## src/rtl/fc_tb_pkg.sv

```systemverilog
package fc_tb_pkg;

    typedef enum logic [1:0] {
        SEQ_PRIME = 2'd0,
        SEQ_OPEN  = 2'd1,
        SEQ_SHUT  = 2'd2
    } seq_state_e;

endpackage

```

## src/rtl/fc_decade_stage.sv

```systemverilog
module fc_decade_stage #(
    parameter int RATIO = 10
) (
    input  logic clk,
    input  logic rst,
    input  logic restart,
    input  logic step_i,
    output logic wrap_o
);
    localparam int W = (RATIO > 2) ? $clog2(RATIO) : 1;
    localparam logic [W-1:0] LAST = W'(RATIO - 1);

    logic [W-1:0] cnt;

    assign wrap_o = step_i && (cnt == LAST);

    always_ff @(posedge clk) begin
        if (rst || restart) begin
            cnt <= '0;
        end else if (step_i) begin
            cnt <= (cnt == LAST) ? '0 : cnt + 1'b1;
        end
    end
endmodule

```

## src/rtl/fc_xfer_pacer.sv

```systemverilog
module fc_xfer_pacer #(
    parameter int MULT = 200
) (
    input  logic clk,
    input  logic rst,
    input  logic restart,
    input  logic fast_tick_i,
    output logic xfer_tick_o
);
    localparam int W = (MULT > 2) ? $clog2(MULT) : 1;
    localparam logic [W-1:0] LAST = W'(MULT - 1);

    logic [W-1:0] pcnt;
    logic         tick_d;

    assign xfer_tick_o = tick_d && (pcnt == '0);

    always_ff @(posedge clk) begin
        if (rst || restart) begin
            pcnt   <= '0;
            tick_d <= 1'b0;
        end else begin
            tick_d <= fast_tick_i;
            if (fast_tick_i) begin
                pcnt <= (pcnt == LAST) ? '0 : pcnt + 1'b1;
            end
        end
    end
endmodule

```

## src/rtl/fc_gate_seq.sv

```systemverilog
module fc_gate_seq
    import fc_tb_pkg::*;
(
    input  logic clk,
    input  logic rst,
    input  logic resync_i,
    input  logic period_tick_i,
    input  logic xfer_tick_i,
    output logic gate_o,
    output logic clear_o,
    output logic xfer_o
);
    seq_state_e state, state_nx;
    logic gate_nx, clear_nx, xfer_nx;

    always_comb begin
        state_nx = state;
        unique case (state)
            SEQ_PRIME: if (period_tick_i) state_nx = SEQ_OPEN;
            SEQ_OPEN:  if (period_tick_i) state_nx = SEQ_SHUT;
            SEQ_SHUT:  if (period_tick_i) state_nx = SEQ_OPEN;
            default:   state_nx = SEQ_PRIME;
        endcase
        if (resync_i) begin
            state_nx = SEQ_PRIME;
        end
    end

    always_comb begin
        clear_nx = resync_i || (period_tick_i && (state != SEQ_OPEN));
        gate_nx  = (state == SEQ_OPEN) && !resync_i;
        xfer_nx  = xfer_tick_i && (state == SEQ_SHUT) && !clear_nx && !resync_i;
    end

    always_ff @(posedge clk) begin
        if (rst) begin
            state <= SEQ_PRIME;
        end else begin
            state <= state_nx;
        end
    end

    always_ff @(posedge clk) begin
        if (rst) begin
            gate_o  <= 1'b0;
            clear_o <= 1'b0;
            xfer_o  <= 1'b0;
        end else begin
            gate_o  <= gate_nx;
            clear_o <= clear_nx;
            xfer_o  <= xfer_nx;
        end
    end
endmodule

```

## src/rtl/fc_timebase_seq.sv

```systemverilog
module fc_timebase_seq #(
    parameter int STAGE_DIV = 10,
    parameter int FAST_TAP  = 3,
    parameter int SLOW_TAP  = 6,
    parameter int XFER_MULT = 200
) (
    input  logic clk,
    input  logic rst,
    input  logic range_slow_i,
    output logic gate_o,
    output logic clear_o,
    output logic xfer_o
);
    localparam int CHAIN = SLOW_TAP;

    logic [CHAIN:0] carry;
    logic           range_q;
    logic           resync;
    logic           period_tick;
    logic           xfer_tick;

    always_ff @(posedge clk) begin
        range_q <= range_slow_i;
    end

    assign resync      = !rst && (range_slow_i != range_q);
    assign carry[0]    = 1'b1;
    assign period_tick = range_q ? carry[SLOW_TAP] : carry[FAST_TAP];

    for (genvar g = 0; g < CHAIN; g++) begin : g_stage
        fc_decade_stage #(.RATIO(STAGE_DIV)) u_stage (
            .clk     (clk),
            .rst     (rst),
            .restart (resync),
            .step_i  (carry[g]),
            .wrap_o  (carry[g+1])
        );
    end

    fc_xfer_pacer #(.MULT(XFER_MULT)) u_pacer (
        .clk         (clk),
        .rst         (rst),
        .restart     (resync),
        .fast_tick_i (carry[FAST_TAP]),
        .xfer_tick_o (xfer_tick)
    );

    fc_gate_seq u_seq (
        .clk           (clk),
        .rst           (rst),
        .resync_i      (resync),
        .period_tick_i (period_tick),
        .xfer_tick_i   (xfer_tick),
        .gate_o        (gate_o),
        .clear_o       (clear_o),
        .xfer_o        (xfer_o)
    );
endmodule

```

## config.mk

```make
export PLATFORM = sky130hd
export DESIGN_NAME = fc_timebase_seq
export DESIGN_NICKNAME = d
export VERILOG_FILES = /design/src/rtl/fc_tb_pkg.sv /design/src/rtl/fc_decade_stage.sv /design/src/rtl/fc_xfer_pacer.sv /design/src/rtl/fc_gate_seq.sv /design/src/rtl/fc_timebase_seq.sv
export SDC_FILE = /design/constraint.sdc
export NUM_CORES = 1
export LEC_CHECK = 0
export BUFFER_PORTS_ARGS = -buffer_cell sky130_fd_sc_hd__buf_2
export CELL_PAD_IN_SITES_DETAIL_PLACEMENT = 1
export CELL_PAD_IN_SITES_GLOBAL_PLACEMENT = 1
export CORE_ASPECT_RATIO = 1.25
export CORE_MARGIN = 2
export CORE_UTILIZATION = 46
export DETAILED_ROUTE_END_ITERATION = 12
export GPL_ROUTABILITY_DRIVEN = 0
export PLACE_DENSITY_LB_ADDON = 0.25
export SLEW_MARGIN = 10
export SYNTH_ARGS = -nofsm -noshare
export SYNTH_HDL_FRONTEND = slang
export SYNTH_SLANG_ARGS = --single-unit
```

## constraint.sdc

```tcl
create_clock -name clk -period 2.23 [get_ports clk]
set_input_delay 0.223 -clock clk [delete_from_list [all_inputs] [get_ports clk]]
set_output_delay 0.223 -clock clk [all_outputs]
set_load 0.05 [all_outputs]
```

==> flow_summary.toml <==
[worst_setup_path]
worstSetupPathDepth = 4
reg2reg_setup_slack_ns = 0.23
crit_arrival_ns = 2.21
crit_path_start_kind = "flop"
cp_cell_sequence = "or3b_1 > or3_4 > or4_1 > a21oi_1"
path_class = "reg -> reg"
rr_worst_depth = 4
cpLargestDelayFamily = "simple AND/OR/NAND/NOR gates"
worstReg2RegStart = "g_stage[3].u_stage.cnt[3]"
timing.critical_path.to_type = "flop"
timing.critical_path.slowest_cell_delay_ns = 0.48
cp_data_required_time_ns = 2.44
worst_path_bufs_invs = 0
path_max_fanout = 7
critical_path.reg2reg.endpoint = "g_stage[5].u_stage.cnt[1]"
timing.critical_path.slowest_stage_cell = "or3b_1"

[floorplan]
die_area_um2 = 4688
boundaryPins = 6
die_x_um = 61.65
floorplan.initialDensity_pct = 47.36
vertical_die_dimension_um = 76.06
num_rows = 26
core_region_um2 = 4034

[timing]
hold_violations = 0
slew-limit-headroom_pct = 62.75
timing.final.setup_violations = 0
timing_max_transition_violations_final = 0
totalNegativeSetupSlack_ns = 0
final.min_clock_period_ns = 1.996
rsz0062_at_grt = "false"
max_freq_mhz = 500.9
timing_worst_slew_pin_value_ns = 0.5567
clk_skew_ns = 0.004176
timing.final.crit_share_pct = 89.52

[final_layout]
diodes = 0
stdcell_count = 290
postLayoutCellArea_um2 = 2108
seq_area_um2 = 780.7
multi_input_comb_area_um2 = 1074
utilization_pct = 52.26
net_count_reported_at_finish = 242
post_route_cells_drive_above_1_share_pct = 12.39
final.fill_count = 504
syn2layout_area_growth_pct = 10.35

[synth]
synthesis.area_per_instance_um2 = 8.606
netlist_instances = 222
synth_cell_types = 53
ys_seq_elements = 39
synth_edf_count = 0
post_synthesis_instance_area_um2 = 1911
main_synth_ff_type = "dfxtp_1"
yosys_warnings = 0
mappedNetlistNets = 229
ys_seq_area_share_pct = 40.86
asyncSetResetFlopFracSynth_pct = 0

[route]
met3_wirelength_um = 116
viasPerCell = 5.800
drtIter0Drc = 84
route.vias.total = 1682
routed_length_on_met1_mm = 1.893
firstDrtPassIters = 4
detail-route-antenna-nets = 0
route.final.wire_length_mm = 4.494
met2_length_mm = 2.418
route.top_layer_used = "met4"
avgRoutedWirePerCell_um = 15.50
drt_drc = 0

[placed_design]
dpl.cell_count = 284
place_hpwl_mm = 3.428
detailed_place.area_um2 = 2036
io_buffer_count = 5

[clock_network]
post-cts-setup-buffers = 0
cts_repair_resize_count = 0
ctsHtreeMaxLevel = 2
hold_buffers = 0
clk_transition_reported_paths_ns = 0.07
tritoncts.num_buffers = 5
tritoncts = "done"
cts_num_sinks = 39
cts.root.buffer_cell = "clkbuf_8"
clkLatencyLatePin_ns = 0.28
clockBufferDepth = 2

[pwr]
power.net_switching_mw = 0.2612
vdd_ir_drop_max_uv = 360.4
sw_frac_of_total_pct = 22.06
power_per_cell_area_nw_per_um2 = 561.7
power.share.clock_pct = 36.5
internal-power_mw = 0.9230
comb_power_share_pct = 3.9
p_leak_nw = 0.7176
p_seq_share_pct = 59.5

[worst_hold_path]
hold_end = "range_q"
worstHoldStart = "range_slow_i"
min_delay_path_depth = 1
min_path_type = "in -> reg"

[grt]
grt_first_pass_wirelength_mm = 7.445
first_global_vias = 1665
antenna_found_initial = 0
grt_remaining_overflow = 0
track_usage_pct = 20.56
grt_start_max_net_pins = 21

[flow_run]
max_cap_violations = 0

[run_status]
status = "completed"
## synth_stat cells (all sizes together), types with 3 or more instances
cell / count / area [um^2]
dfxtp: 39 / 780.8
nor2: 27 / 101.4
nand2: 17 / 63.81
a21oi: 14 / 70.07
o21ai: 10 / 50.04
nand4: 9 / 56.30
nor2b: 8 / 50.05
nor3: 8 / 45.04
inv: 7 / 26.28
xnor2: 7 / 61.31
or3: 6 / 42.54
buf: 5 / 22.52
a31oi: 4 / 25.02
ha: 4 / 50.05
mux2: 4 / 45.04
nand3: 4 / 20.02
nor3b: 4 / 35.03
or4: 4 / 30.03
nand2b: 3 / 18.77
or3b: 3 / 26.28
xor2: 3 / 26.28
## stage by stage
step / total power [mW] / hold slack, ns / setup slack [ns]
6_report: 1.184 / 0.08845 / 0.2337
5_1_grt: 1.232 / 0.07283 / 0.08336
4_1_cts: 1.198 / 0.08118 / 0.2128
3_5_place_dp: 0.7685 / 0.3780 / 0.2017
3_3_place_gp: 0.7663 / 0.3748 / 0.3177
2_1_floorplan: 0.7542 / 0.2507 / 0.3606
## power groups by stage
stage / sequential [mW] / combinational (mW) / clock, mW
after floorplan: 0.725 / 0.0295 / 0
after global placement: 0.721 / 0.0456 / 0
after detailed placement: 0.721 / 0.0475 / 0
after CTS: 0.705 / 0.0477 / 0.446
after global routing: 0.706 / 0.0520 / 0.475
final: 0.705 / 0.0467 / 0.433
## cell type report
cell class / count / area share [%]
timing repair buffer: 13 / 4.036
inverter: 7 / 1.246
tap: 56 / 3.323
clock buffer: 6 / 3.442
sequential: 39 / 37.03
multi-input combinational: 169 / 50.92
## registers in the layout, indices dropped and copies added (netlist names)
name / cells
g_stage.u_stage.cnt: 24
u_pacer.pcnt: 8
u_seq.state: 2
range_q: 1
u_pacer.tick_d: 1
u_seq.clear_o: 1
u_seq.gate_o: 1
u_seq.xfer_o: 1
## cell families (layout without fill, tap and decap cells)
group	after synthesis	count (layout)	share of synthesized area [%]
simple gates	108	108	32.16
compound gates	42	42	13.95
flops	39	39	40.86
buf+inv	14	26	2.947
xor+xnor	10	10	4.584
mux	5	5	2.881
fa+ha+maj	4	4	2.620
## how the worst max path moves through the flow
| stage | start | endpoint |
|---|---|---|
| 2_1_floorplan | g_stage[0].u_stage.cnt[0] | u_pacer.pcnt[7] |
| 3_3_place_gp | g_stage[0].u_stage.cnt[0] | u_pacer.pcnt[7] |
| 3_5_place_dp | g_stage[0].u_stage.cnt[0] | u_pacer.pcnt[7] |
| 4_1_cts | g_stage[0].u_stage.cnt[0] | u_pacer.pcnt[7] |
| 5_1_grt | g_stage[0].u_stage.cnt[0] | g_stage[4].u_stage.cnt[3] |
| 6_report | g_stage[3].u_stage.cnt[3] | g_stage[5].u_stage.cnt[1] |
## cells in the final DEF (no fill, tap or decap), types with 3 or more instances in the layout
cell,netlist,layout
dfxtp_1,39,39
nor2_1,27,27
nand2_1,17,17
a21oi_1,14,14
nand4_1,9,9
o21ai_0,9,9
nor2b_1,8,8
buf_4,0,8
inv_1,7,7
nor3_1,7,7
xnor2_1,7,7
or3_1,5,5
clkbuf_8,0,5
buf_2,3,5
nand3_1,4,4
or4_1,4,4
a31oi_1,4,4
ha_1,4,4
nand2b_1,3,3
xor2_1,3,3
nor3b_1,3,3
mux2_2,3,3
## metal layers
| layer | up-vias | GRT usage (%) |
|---|---|---|
| met5 | - | 0 |
| met4 | 0 | 6.383 |
| met3 | 6 | 4.414 |
| met2 | 21 | 35.47 |
| met1 | 825 | 24.39 |
| li1 | 830 | - |
(Power assumes the default switching activity.)
